### src/rtl/mdrop_rx_pkg.sv
package mdrop_rx_pkg;
  typedef enum logic [2:0] {
    ST_IDLE  = 3'd0,
    ST_START = 3'd1,
    ST_DATA  = 3'd2,
    ST_NINTH = 3'd3,
    ST_STOP  = 3'd4
  } rx_state_t;
endpackage

### src/rtl/mdrop_rx_sync.sv
module mdrop_rx_sync #(
  parameter int STAGES = 2
) (
  input  logic clk,
  input  logic rst,
  input  logic din,
  output logic dout
);
  logic [STAGES-1:0] chain;

  always_ff @(posedge clk) begin
    if (rst) chain <= '1;
    else     chain <= {chain[STAGES-2:0], din};
  end

  assign dout = chain[STAGES-1];
endmodule

### src/rtl/mdrop_rx_shift.sv
module mdrop_rx_shift
  import mdrop_rx_pkg::*;
#(
  parameter int OSR    = 16,
  parameter int DATA_W = 8
) (
  input  logic              clk,
  input  logic              rst,
  input  logic              samp_en,
  input  logic              rxs,
  input  logic              ninth_en,
  output logic              done,
  output logic [DATA_W-1:0] word,
  output logic              ninth,
  output logic              stop_bit
);
  localparam int CW = (OSR > 2) ? $clog2(OSR) : 1;
  localparam int IW = $clog2(DATA_W + 1);
  localparam logic [CW-1:0] MID_C  = CW'(OSR/2 - 1);
  localparam logic [CW-1:0] FULL_C = CW'(OSR - 1);
  localparam logic [IW-1:0] LAST_C = IW'(DATA_W - 1);

  rx_state_t         st;
  logic [CW-1:0]     cnt;
  logic [IW-1:0]     idx;
  logic              prev;
  logic              ninth_q;

  always_ff @(posedge clk) begin
    if (rst) begin
      st       <= ST_IDLE;
      cnt      <= '0;
      idx      <= '0;
      prev     <= 1'b1;
      ninth_q  <= 1'b0;
      word     <= '0;
      ninth    <= 1'b0;
      stop_bit <= 1'b1;
      done     <= 1'b0;
    end else begin
      done <= 1'b0;
      if (samp_en) begin
        prev <= rxs;
        case (st)
          ST_IDLE: begin
            if (prev && !rxs) begin
              st  <= ST_START;
              cnt <= '0;
            end
          end
          ST_START: begin
            if (cnt == MID_C) begin
              cnt <= '0;
              if (rxs) begin
                st <= ST_IDLE;
              end else begin
                st      <= ST_DATA;
                idx     <= '0;
                ninth_q <= ninth_en;
              end
            end else begin
              cnt <= cnt + 1'b1;
            end
          end
          ST_DATA: begin
            if (cnt == FULL_C) begin
              cnt  <= '0;
              word <= {rxs, word[DATA_W-1:1]};
              if (idx == LAST_C) st <= ninth_q ? ST_NINTH : ST_STOP;
              else               idx <= idx + 1'b1;
            end else begin
              cnt <= cnt + 1'b1;
            end
          end
          ST_NINTH: begin
            if (cnt == FULL_C) begin
              cnt   <= '0;
              ninth <= rxs;
              st    <= ST_STOP;
            end else begin
              cnt <= cnt + 1'b1;
            end
          end
          ST_STOP: begin
            if (cnt == FULL_C) begin
              cnt      <= '0;
              stop_bit <= rxs;
              done     <= 1'b1;
              st       <= ST_IDLE;
            end else begin
              cnt <= cnt + 1'b1;
            end
          end
          default: st <= ST_IDLE;
        endcase
      end
    end
  end
endmodule

### src/rtl/mdrop_rx_judge.sv
module mdrop_rx_judge #(
  parameter int DATA_W = 8
) (
  input  logic              clk,
  input  logic              rst,
  input  logic              done,
  input  logic [DATA_W-1:0] word,
  input  logic              ninth,
  input  logic              stop_bit,
  input  logic              multidrop,
  input  logic              wake_sel,
  input  logic              par_en,
  input  logic              par_even,
  output logic [DATA_W-1:0] rx_data,
  output logic              rx_valid,
  output logic              par_err,
  output logic              frm_err
);
  logic accept, check_par, want_par;

  always_comb begin
    accept    = !multidrop || (ninth == wake_sel);
    check_par = par_en && !multidrop;
    want_par  = par_even ? (^word) : ~(^word);
  end

  always_ff @(posedge clk) begin
    if (rst) begin
      rx_data  <= '0;
      rx_valid <= 1'b0;
      par_err  <= 1'b0;
      frm_err  <= 1'b0;
    end else begin
      rx_valid <= done && accept;
      frm_err  <= done && accept && !stop_bit;
      par_err  <= done && accept && check_par && (ninth != want_par);
      if (done && accept) rx_data <= word;
    end
  end
endmodule

### src/rtl/mdrop_uart_rx.sv
module mdrop_uart_rx #(
  parameter int OSR       = 16,
  parameter int DATA_W    = 8,
  parameter int SYNC_DEPTH = 2
) (
  input  logic              clk,
  input  logic              rst,
  input  logic              samp_en,
  input  logic              rxd,
  input  logic [1:0]        mode,
  input  logic              wake_sel,
  input  logic              par_en,
  input  logic              par_even,
  output logic [DATA_W-1:0] rx_data,
  output logic              rx_valid,
  output logic              par_err,
  output logic              frm_err
);
  logic              rxs;
  logic              multidrop;
  logic              done;
  logic [DATA_W-1:0] word;
  logic              ninth;
  logic              stop_bit;

  assign multidrop = mode[1];

  mdrop_rx_sync #(.STAGES(SYNC_DEPTH)) u_sync (
    .clk (clk), .rst (rst), .din (rxd), .dout (rxs)
  );

  mdrop_rx_shift #(.OSR(OSR), .DATA_W(DATA_W)) u_shift (
    .clk      (clk),
    .rst      (rst),
    .samp_en  (samp_en),
    .rxs      (rxs),
    .ninth_en (multidrop || par_en),
    .done     (done),
    .word     (word),
    .ninth    (ninth),
    .stop_bit (stop_bit)
  );

  mdrop_rx_judge #(.DATA_W(DATA_W)) u_judge (
    .clk       (clk),
    .rst       (rst),
    .done      (done),
    .word      (word),
    .ninth     (ninth),
    .stop_bit  (stop_bit),
    .multidrop (multidrop),
    .wake_sel  (wake_sel),
    .par_en    (par_en),
    .par_even  (par_even),
    .rx_data   (rx_data),
    .rx_valid  (rx_valid),
    .par_err   (par_err),
    .frm_err   (frm_err)
  );
endmodule

### config.mk
export PLATFORM = sky130hd
export DESIGN_NAME = mdrop_uart_rx
export DESIGN_NICKNAME = d
export VERILOG_FILES = /design/src/rtl/mdrop_rx_pkg.sv /design/src/rtl/mdrop_rx_sync.sv /design/src/rtl/mdrop_rx_shift.sv /design/src/rtl/mdrop_rx_judge.sv /design/src/rtl/mdrop_uart_rx.sv
export SDC_FILE = /design/constraint.sdc
export NUM_CORES = 1
export LEC_CHECK = 0
export BUFFER_PORTS_ARGS = -buffer_cell sky130_fd_sc_hd__buf_4
export CORE_AREA = 10 10 73 75
export CTS_BUF_LIST = sky130_fd_sc_hd__clkbuf_4 sky130_fd_sc_hd__clkbuf_8
export DETAILED_ROUTE_END_ITERATION = 10
export DIE_AREA = 0 0 83 85
export PLACE_DENSITY_LB_ADDON = 0.2
export SLEW_MARGIN = 30
export SYNTH_ARGS = -nofsm -noshare
export SYNTH_HDL_FRONTEND = slang
export SYNTH_SLANG_ARGS = --single-unit
### constraint.sdc
create_clock -name clk -period 1.6 [get_ports clk]
set_input_delay 0 -clock clk [delete_from_list [all_inputs] [get_ports clk]]
set_output_delay 0 -clock clk [all_outputs]
set_load 0.01 [all_outputs]
# Word level (Yosys, flattened, before mapping)
# Index checks and enable logic that the tools add are counted.
# op_classes
add_sub_neg	2
n_eq_ne	17
mux	20
bitwise	4
reduce_logical	24
# ops
op	n
4-bit 2-to-1 mux	7
3-bit 2-to-1 mux	7
3-bit case mux with 5 select lines	1
2-bit by 1-bit != test with 1-bit output, second input constant	6
4-bit case mux with 3 select lines	1
3-bit AND reduction	4
4-bit by 1-bit adder with 4-bit output, second input constant	2
4-bit by 3-bit equality test with 1-bit output, second input constant	2
4-bit case mux with 2 select lines	1
8-bit XOR reduction	1
7-bit AND reduction	1
3-bit by 2-bit equality test with 1-bit output, second input constant	2
1-bit logical AND	6
6-bit AND reduction	1
3-bit OR reduction	2
4-bit equality test, second input constant	1
2-bit != test, second input constant	2
1-bit NOT	4
4-bit AND reduction	1
3-bit by 1-bit equality test with 1-bit output, second input constant	1
3-bit equality test, second input constant	1
1-bit logical NOT	3
3-bit logical NOT	1
3-bit nonzero test	1
other kinds (6)	8
# word_totals
ff_bits	37
inputBits	9
out_inout_bits	11
word_cells	81

# Logic depth before layout (Yosys ltp)
# Gate-level depths: netlist (run 1).
# depth
depth_word	5
mapped_depth	6
ltp_nobuf	5

# Hierarchy
# Synthesis (run 1) repeated with hierarchy kept, for this count alone.
# unflattened
cells_unflattened	182
area_unflattened_um2	1773.0
# modules_own_cells
module	n_inst	cells_each	area_per_inst_um2
mdrop_rx_shift	1	134	1223.7
mdrop_rx_judge	1	43	490.5
mdrop_rx_sync	1	4	52.6
mdrop_uart_rx	1	1	6.3

# Least setup slack after synthesis (run 1)
# OpenSTA, ideal clock, no wires.
# synth_timing
kind	reg-to-reg
startpoint	register u_shift.st[1]
endpoint	register u_shift.idx[3]
setup_time_ps	70
arrival_time_ps	1729
t_required_ps	1530
setup_slack_ps	-199
path_stages_with_launch	5
synth_period_minus_slack_ps	1799
cell_sequence	dfxtp_1 -> or3b_4 -> a211o_1 -> or4_1 -> a21oi_1
# synth_between
elab_chain_len	3
elab_cells_between_ends	9
classes_between	eq/ne (6); mux (1); reduce/logical (2)
# synth_rtl
item	line	text
from (decl)	mdrop_rx_shift.sv:23	rx_state_t st;
from (signal assigned)	mdrop_rx_shift.sv:69	if (idx == LAST_C) st <= ninth_q ? ST_NINTH : ST_STOP;
3-bit by 2-bit equality test with 1-bit output / 3-bit by 1-bit equality test with 1-bit output (equally long branches)	mdrop_rx_shift.sv:44	case (st)
2-bit by 1-bit != test with 1-bit output (no source line) (tied with other cells)	n/a	
6-bit AND reduction (no source line)	n/a	
to (signal assigned)	mdrop_rx_shift.sv:70	else idx <= idx + 1'b1;
to (decl)	mdrop_rx_shift.sv:25	logic [IW-1:0] idx;
# Parallel ways exist; a longest one is shown, timed or not.
# A chain may end at the register's enable or synchronous reset.

# Final worst setup path (run 1)
# layout_timing
startpoint	register u_shift.st[2]
endpoint	register u_shift.idx[0]
# The elaborated chain is that of the path after synthesis.

==> out/results.tsv, run 1 <==
metric	value	unit
dieArea	7060	µm²
regToRegStartpoint	u_shift.st[2]$_SDFFE_PP0P_	
first_iter_violations	158	
grt_max_degree	24	
hp-start	samp_en	
grt-ovfl-total	0	
synth_seq_cells	37	
clk_latency	0.29	ns
diodes	0	
slowest_stage	or4_1	
seq_area	748	µm²
cp.buffers_inverters	0	
slew_viol_final	0	
via_count	1539	
netlist_area	1690	µm²
area_delta_synth_final	40.0	%
ys_types	38	
setup_viol	10	
cts.sink_count	37	
wl	4340	µm
ir_drop	0.504	mV
place_congestion	0.862	
max_freq	0.568	GHz
cts_buffers	5	
fill_cells	357	
status	finished, violations left	
final_cell_area	2360	µm²
num_rows	23	
p_leak	1.00	nW
vias_per_cell	5.44	
syn_inst	182	
grt_antenna_before_repair	0	
wl_per_cell	15.3	µm
root_buffer	clkbuf_8	
r2r-end	u_shift.idx[0]$_SDFFE_PP0P_	
io_pins	20	
cp_top_family	simple AND/OR/NAND/NOR gates	
dieWidth	83	µm
min_path_type	in -> reg	
place.port_buffers	18	
cp_slowest_stage_delay	0.46	ns
syn_nets	193	
min_path_cells	3	
h-tree-depth	2	
worstPathCellList	or3b_4 -> a211o_4 -> or4_1 -> a21oi_1	
rr_worst_depth	4	
place_ws	-0.167	ns
critPathLaunch	u_shift.st[2]$_SDFFE_PP0P_	
endpoint_kind	flop	
reg2reg_slack	-0.16	ns
initial_utilization	43.1	%
avgSynthCellArea	9.26	µm²
slew-limit-headroom	71.3	%
grt_usage	12.2	%
fin_skew	0.00633	ns
period_minus_slack	1.76	ns
dp_hpwl	2880	µm
hold_viol	0	
cts_tree	built	
violations	negative setup slack	
grt_pass1_wl	7170	µm
ant_nets	0	
p_per_area	732	nW/µm²
cts.path.max_buffers	2	
drc	0	
first_global_vias	1523	
multi_input_area	1000	µm²
min_to	u_shift.prev$_SDFFE_PP1P_	
yosys_warnings	0	
ys_seq_area_share	43.9	%
timing.final.ws_setup	-0.159	ns
clk_pin_slew_worst_paths	0.07	ns
die_h	85	µm
finalCritPeriodShare	110	%
cap_violations	0	
crit_required	1.82	ns
placed_area	2030	µm²
nets	244	
path_depth	4	
final_layout_size_suffix_gt1_share	36.9	%
startpoint_type	flop	
numPlacedInstances	264	
core_area	3910	µm²
rsz0062_at_grt	true	
fin_cells	283	
drt_first_pass_iters	4	
worstPathArrival	1.98	ns
critPathMaxFanout	7	
final_util	60.3	%
finalSetupTns	-0.712	ns
tightestPinTransition	0.422	ns
critical_path_class	reg -> reg	
-- cell type report --
cell class	count	share of cell area, %
multi-input cells	131	42.5
flip-flops and latches	37	31.7
repair buffers	55	18.9
clock buffers	7	3.82
well taps	50	2.65
inverters	3	0.477
-- metal layers --
metal  share of wire, %  vias up  GRT usage [%]
li1                   -      749              -
met4                4.2        0           8.05
met5                  0        -              0
met3                4.3       13           3.82
met2                 50       42           20.6
met1                 42      735           12.8
-- repair_timing --
item,4_1_cts,5_1_grt
hold buffers,4,0
buffers inserted,5,3
pin swaps,8,9
endpoints found under the hold margin,9,0
setup endpoints to repair,20,20
resized for setup,17,19
-- cells in the final DEF, fill, tap and decap left out, types with 3 or more instances in the layout --
master         netlist  layout
dfxtp_2              0       6
nand3b_1             3       3
buf_6                0       6
nand3_1              5       5
clkbuf_8             0       6
nor2b_1              4       4
a21oi_2              0       4
o21ai_0              6       3
nor2_1              22      22
dfxtp_1             37      31
buf_4                0      45
inv_1                3       3
xnor2_1              8       8
mux2i_1             22      20
dlygate4sd3_1        0       4
nand2_1             12      12
or4_1                4       3
o211ai_1             3       3
a21oi_1              8       4
-- cell usage after synthesis (all sizes together) --
| cell type | count | area [µm²] |
|---|---|---|
| mux2i | 22 | 220 |
| xnor2 | 8 | 70.1 |
| o21ai | 6 | 30.0 |
| a21oi | 8 | 40.0 |
| nand4 | 2 | 12.5 |
| o2111ai | 1 | 8.76 |
| ha | 2 | 25.0 |
| or3b | 1 | 11.3 |
| o211ai | 3 | 22.5 |
| a211o | 2 | 17.5 |
| or4 | 4 | 30.0 |
| nor4 | 1 | 6.26 |
| nand4b | 1 | 8.76 |
| buf | 2 | 8.75 |
| inv | 3 | 11.3 |
| o221ai | 1 | 8.76 |
| and3 | 2 | 12.5 |
| or4b | 1 | 10.0 |
| o311ai | 1 | 8.76 |
| nand3 | 5 | 25.0 |
| a31oi | 2 | 12.5 |
| clkbuf | 9 | 33.8 |
| or2 | 2 | 12.5 |
| nand2 | 12 | 45.0 |
| o31ai | 2 | 15.0 |
| nor2 | 22 | 82.6 |
| nor3b | 3 | 22.5 |
| xnor3 | 1 | 22.5 |
| nor3 | 2 | 10.0 |
| and3b | 1 | 8.76 |
| and2 | 1 | 6.26 |
| dfxtp | 37 | 741 |
| and4b | 1 | 10.0 |
| nand3b | 3 | 22.5 |
| and4 | 1 | 8.76 |
| nor2b | 4 | 25.0 |
| or3 | 3 | 18.8 |
-- through the flow --
stage / hold WS (ns) / total power, mW
after floorplan: 0.0768 / 1.01
after global placement: 0.190 / 1.04
after detailed placement: 0.194 / 1.05
after CTS: 0.0208 / 1.73
after global routing: 0.0407 / 1.81
final: 0.0308 / 1.73
-- cells by family after synthesis --
family | Yosys count | share of synthesized area (%)
adder cells (fa/ha/maj) | 2 | 1.48
multiplexers | 22 | 13.1
AO/OA/AOI/OAI | 26 | 9.73
flip-flops | 37 | 43.9
buffers and inverters | 14 | 3.19
XOR/XNOR | 9 | 5.49
AND/OR/NAND/NOR | 72 | 23.1
-- worst register-to-register path, stage by stage, from the launching register on --
cell     delay, ns
dfxtp_2       0.32
or3b_4        0.40
a211o_4       0.38
or4_1         0.46
a21oi_1       0.13
-- state kept, by name, summed over array words and instances (netlist names), 2 cells and up --
name / count
u_sync.chain: 2
u_shift.word: 8
u_shift.idx: 4
u_shift.cnt: 4
u_judge.rx_data: 8
u_shift.st: 3
-- worst max path at each step --
stage | end | slack (ns)
5_1_grt | u_shift.ninth_q$_SDFFE_PP0P_ | -0.19
3_3_place_gp | u_shift.cnt[2]$_SDFFE_PP0P_ | -0.11
2_1_floorplan | u_shift.idx[0]$_SDFFE_PP0P_ | -0.08
3_5_place_dp | u_shift.idx[3]$_SDFFE_PP0P_ | -0.17
4_1_cts | u_shift.idx[0]$_SDFFE_PP0P_ | -0.14
6_report | u_shift.idx[0]$_SDFFE_PP0P_ | -0.16
-- report_power, final --
group	total (mW)	leakage [nW]	internal, mW	switching, mW
clock	0.662	0.0477	0.358	0.304
combinational	0.133	0.654	0.0696	0.0637
sequential	0.932	0.302	0.927	0.00455
total	1.73	1.00	1.36	0.372
Power figures use the tool's default switching activity.
==> inputs of run 2 (changes only) <==
--- a/config.mk
+++ b/config.mk
@@ -6,10 +6,12 @@
 export NUM_CORES = 1
 export LEC_CHECK = 0
 export BUFFER_PORTS_ARGS = -buffer_cell sky130_fd_sc_hd__buf_4
-export CORE_AREA = 10 10 73 75
+export CELL_PAD_IN_SITES_DETAIL_PLACEMENT = 1
+export CELL_PAD_IN_SITES_GLOBAL_PLACEMENT = 1
+export CORE_AREA = 10 10 76 78
 export CTS_BUF_LIST = sky130_fd_sc_hd__clkbuf_4 sky130_fd_sc_hd__clkbuf_8
 export DETAILED_ROUTE_END_ITERATION = 10
-export DIE_AREA = 0 0 83 85
+export DIE_AREA = 0 0 86 88
 export PLACE_DENSITY_LB_ADDON = 0.2
 export SLEW_MARGIN = 30
 export SYNTH_ARGS = -nofsm -noshare
==> out/results.tsv, run 2 (synthesized netlist as in run 1, its figures left out) <==
metric	value	unit
violations	negative setup slack	
core_area	4290	µm²
grt-ovfl-total	0	
hold_viol	0	
final_layout_size_suffix_gt1_share	36.0	%
num_rows	24	
initial_utilization	39.2	%
dp_hpwl	3240	µm
dieWidth	86	µm
grt_usage	13.4	%
finalSetupTns	-0.451	ns
top_regs	u_judge.rx_data: 8 flops, u_shift.word: 8 flops	
cts.path.max_buffers	2	
clk_latency	0.29	ns
place_congestion	0.811	
setup_viol	6	
regToRegStartpoint	u_shift.st[0]$_SDFFE_PP0P_	
hp-start	wake_sel	
first_global_vias	1705	
p_total	1.73	mW
cts_tree	built	
final_cell_area	2380	µm²
slew-limit-headroom	79.3	%
drc	0	
holdWs	0.262	ns
ant_nets	0	
status	finished, violations left	
period_minus_slack	1.76	ns
critical_path_class	reg -> reg	
rsz0062_at_grt	true	
via_count	1525	
fin_skew	0.0102	ns
numPlacedInstances	266	
min_path_type	in -> reg	
first_iter_violations	93	
clk_pin_slew_worst_paths	0.08	ns
area_delta_synth_final	41.5	%
p_leak	0.995	nW
grt_antenna_before_repair	0	
slew_viol_final	0	
reg2reg_slack	-0.16	ns
critPathMaxFanout	7	
wl	4920	µm
drt_first_pass_iters	4	
nets	246	
cts_buffers	5	
ir_drop	0.536	mV
diodes	0	
grt_pass1_wl	8190	µm
cap_violations	0	
r2r-end	u_shift.idx[0]$_SDFFE_PP0P_	
cts.sink_count	37	
final_common_cell	buf_4	
placed_area	2050	µm²
dieArea	7570	µm²
p_per_area	726	nW/µm²
root_buffer	clkbuf_8	
rr_worst_depth	4	
final_util	55.5	%
place.port_buffers	18	
wl_per_cell	17.1	µm
io_pins	20	
vias_per_cell	5.30	
die_h	88	µm
max_freq	0.567	GHz
startpoint_type	flop	
critPathLaunch	u_shift.st[0]$_SDFFE_PP0P_	
tightestPinTransition	0.304	ns
worstPathArrival	2.00	ns
final_cell_mix	buf_4 (48), dfxtp_1 (32), nor2_1 (22), mux2i_1 (20), nand2_1 (12)	
finalCritPeriodShare	110	%
grt_max_degree	24	
h-tree-depth	2	
crit_required	1.83	ns
timing.final.ws_setup	-0.165	ns
cp-endpoint	u_shift.idx[0]$_SDFFE_PP0P_	
place_ws	-0.199	ns
fin_cells	288	
endpoint_kind	flop	
[run 2: changes by cell type in the layout (fill, tap and decap cells not counted), sizes merged]
cell	change
dlygate4sd3	+1
clkinvlp	+3
clkbuf	-2
mux2i	+1
[run 2: worst min path at each step]
stage	end	depth (start not counted)
2_1_floorplan	u_judge.par_err$_SDFF_PP0_	1
3_3_place_gp	u_sync.chain[0]$_SDFF_PP1_	2
3_5_place_dp	u_sync.chain[0]$_SDFF_PP1_	2
4_1_cts	u_judge.rx_valid$_SDFF_PP0_	5
5_1_grt	u_judge.rx_valid$_SDFF_PP0_	5
6_report	u_judge.rx_valid$_SDFF_PP0_	5
[run 2: what timing repair did]
item	in CTS	in global routing
setup buffers	7	2
cloned	1	0
pin swaps	9	7
resized for setup	14	15
endpoints found under the setup margin	20	20
hold buffers	5	0
hold endpoints to repair	10	0
[run 2: where the power goes]
part	total [mW]	internal, mW	switching, mW	leakage [nW]
Clock	0.663	0.305	0.358	0.0364
Combinational	0.138	0.0731	0.0648	0.658
Sequential	0.931	0.927	0.00468	0.301
[run 2: routing by layer]
layer,share of wire (%),global-route usage (%),up-vias
met5,0,0,-
met4,2.6,5.69,0
met3,2.8,3.06,14
met2,52,24.5,24
met1,43,14.3,737
li1,-,-,750
[run 2: worst max-delay path, stage by stage (launching register included)]
cell,delay [ns]
dfxtp_2,0.33
or3b_4,0.40
a211o_4,0.36
or4_4,0.49
a21oi_2,0.12
[run 2: final cells by class]
cell class / instances / area [µm²]
multi-input combinational: 132 / 1020
timing repair buffer: 56 / 453
clock buffer: 5 / 68.8
sequential: 37 / 747
fill: 498 / 1910
clock inverter: 3 / 22.5
inverter: 3 / 11.3
tap: 52 / 65.1
==> inputs of run 3 (changes only) <==
--- a/config.mk
+++ b/config.mk
@@ -8,10 +8,10 @@
 export BUFFER_PORTS_ARGS = -buffer_cell sky130_fd_sc_hd__buf_4
 export CELL_PAD_IN_SITES_DETAIL_PLACEMENT = 1
 export CELL_PAD_IN_SITES_GLOBAL_PLACEMENT = 1
-export CORE_AREA = 10 10 76 78
-export CTS_BUF_LIST = sky130_fd_sc_hd__clkbuf_4 sky130_fd_sc_hd__clkbuf_8
+export CORE_AREA = 5 5 71 73
+export CTS_BUF_LIST = sky130_fd_sc_hd__clkbuf_4
 export DETAILED_ROUTE_END_ITERATION = 10
-export DIE_AREA = 0 0 86 88
+export DIE_AREA = 0 0 76 78
 export PLACE_DENSITY_LB_ADDON = 0.2
 export SLEW_MARGIN = 30
 export SYNTH_ARGS = -nofsm -noshare
==> out/results.tsv, run 3 (synthesized netlist as in run 1, its figures left out) <==
metric	value	unit
status	finished, violations left	
violations	negative setup slack	
fin_cells	290	
cts.sink_count	37	
tightestPinTransition	0.359	ns
wl_met3	151	µm
timing.final.ws_setup	-0.265	ns
place.port_buffers	18	
slew_viol_final	0	
cts_buffers	5	
numPlacedInstances	269	
wl_met2	2890	µm
wl_per_cell	19.3	µm
m1WireLength	2320	µm
h-tree-depth	2	
first_global_vias	1707	
ir_drop	0.548	mV
slowest_stage	or4_4	
rsz0062_at_grt	true	
place_ws	-0.192	ns
fill_cells	494	
max_freq	0.536	GHz
cap_violations	0	
drt_first_pass_iters	4	
endpoint_kind	flop	
initial_utilization	39.2	%
setup_viol	10	
startpoint_type	flop	
critical_path_class	reg -> reg	
cp.buffers_inverters	0	
final_common_cell	buf_4	
hold_viol	0	
dieArea	5930	µm²
grt_pass1_wl	8530	µm
diodes	0	
top_regs	u_judge.rx_data: 8 flops, u_shift.word: 8 flops	
grt_max_degree	24	
num_rows	24	
nets	248	
final_layout_size_suffix_gt1_share	38.7	%
area_delta_synth_final	44.8	%
cp_slowest_stage_delay	0.49	ns
root_buffer	clkbuf_4	
reg2reg_slack	-0.26	ns
core_area	4290	µm²
cp_top_family	simple AND/OR/NAND/NOR gates	
dp_hpwl	3090	µm
grt_antenna_before_repair	0	
clk_pin_slew_worst_paths	0.13	ns
drc	0	
ant_nets	0	
die_h	78	µm
clk_latency	0.36	ns
min_path_type	in -> reg	
slew-limit-headroom	75.8	%
finalCritPeriodShare	117	%
first_iter_violations	78	
p_per_area	723	nW/µm²
io_pins	20	
cts.path.max_buffers	2	
worstPathArrival	2.14	ns
worstPathCellList	or3b_4 -> a211o_4 -> or4_4 -> a21oi_2	
cts_tree	built	
period_minus_slack	1.86	ns
grt-ovfl-total	0	
highest_layer	met4	
wl	5610	µm
final_cell_mix	buf_4 (48), dfxtp_1 (31), nor2_1 (22), mux2i_1 (21), nand2_1 (12)	
vias_per_cell	5.50	
dieWidth	76	µm
via_count	1596	
grt_usage	17.6	%
critPathMaxFanout	6	
place_congestion	0.850	
holdWs	0.199	ns
p_leak	1.02	nW
fin_skew	0.0135	ns
crit_required	1.88	ns
## run 3: cell types whose count changed in the layout (fill, tap and decap cells not counted), sizes merged
cell / before / now
buf: 51 / 53
bufinv: 0 / 1
clkinv: 0 / 1
clkbuf: 5 / 6
clkinvlp: 3 / 0
## run 3: metal layers
layer	vias up	GRT usage [%]
met2	30	33.7
li1	757	-
met3	20	3.47
met1	789	19.4
met5	-	0
met4	0	5.34
## run 3: worst reg2reg max path, delay by kind of cell, from the launching register on
| family | cells | cell delay [ns] |
|---|---|---|
| and+or+nand+nor | 2 | 0.89 |
| AOI/OAI and AO/OA | 2 | 0.54 |
| DFF | 1 | 0.36 |
## run 3: report_power, final
part	total, mW	internal, mW	switching (mW)
Clock	0.684	0.349	0.334
Sequential	0.932	0.927	0.00484
Combinational	0.148	0.0748	0.0734
Total	1.76	1.35	0.413
## run 3: worst paths after layout
kind | from | to | cells after the start
hold / removal | wake_sel | u_judge.rx_valid$_SDFF_PP0_ | 5
setup reg to reg | u_shift.st[1]$_SDFFE_PP0P_ | u_shift.idx[0]$_SDFFE_PP0P_ | 4
hold reg to reg | u_sync.chain[0]$_SDFF_PP1_ | u_sync.chain[1]$_SDFF_PP1_ | 1
setup / recovery | u_shift.st[1]$_SDFFE_PP0P_ | u_shift.idx[0]$_SDFFE_PP0P_ | 4
## run 3: final cells by class
type / instances / area, µm² / area share [%]
Clock inverter: 2 / 38.8 / 1.59
Tap cell: 52 / 65.1 / 2.67
Clock buffer: 6 / 45.0 / 1.85
Multi-Input combinational cell: 132 / 1060 / 43.3
Inverter: 3 / 11.3 / 0.462
Timing Repair Buffer: 58 / 475 / 19.5
Sequential cell: 37 / 748 / 30.7
## run 3: repair_timing
action	CTS	global route
pin swaps	10	7
hold buffers	5	0
cloned	0	1
buffers inserted	7	1
gates resized for setup	26	12
setup endpoints to repair	20	20
endpoints found under the hold margin	10	0
## run 3: through the flow
step | cell area [µm²] | util, % | setup TNS (ns) | power (mW)
finish | 2440 | 56.8 | -1.35 | 1.76
global route | 2440 | 56.8 | -1.97 | 1.84
CTS | 2370 | 55.1 | -0.594 | 1.76
detailed placement | 2070 | 48.2 | -1.60 | 1.05
global placement | 2070 | 48.2 | -0.882 | 1.05
floorplan | 1690 | - | -0.101 | 1.01
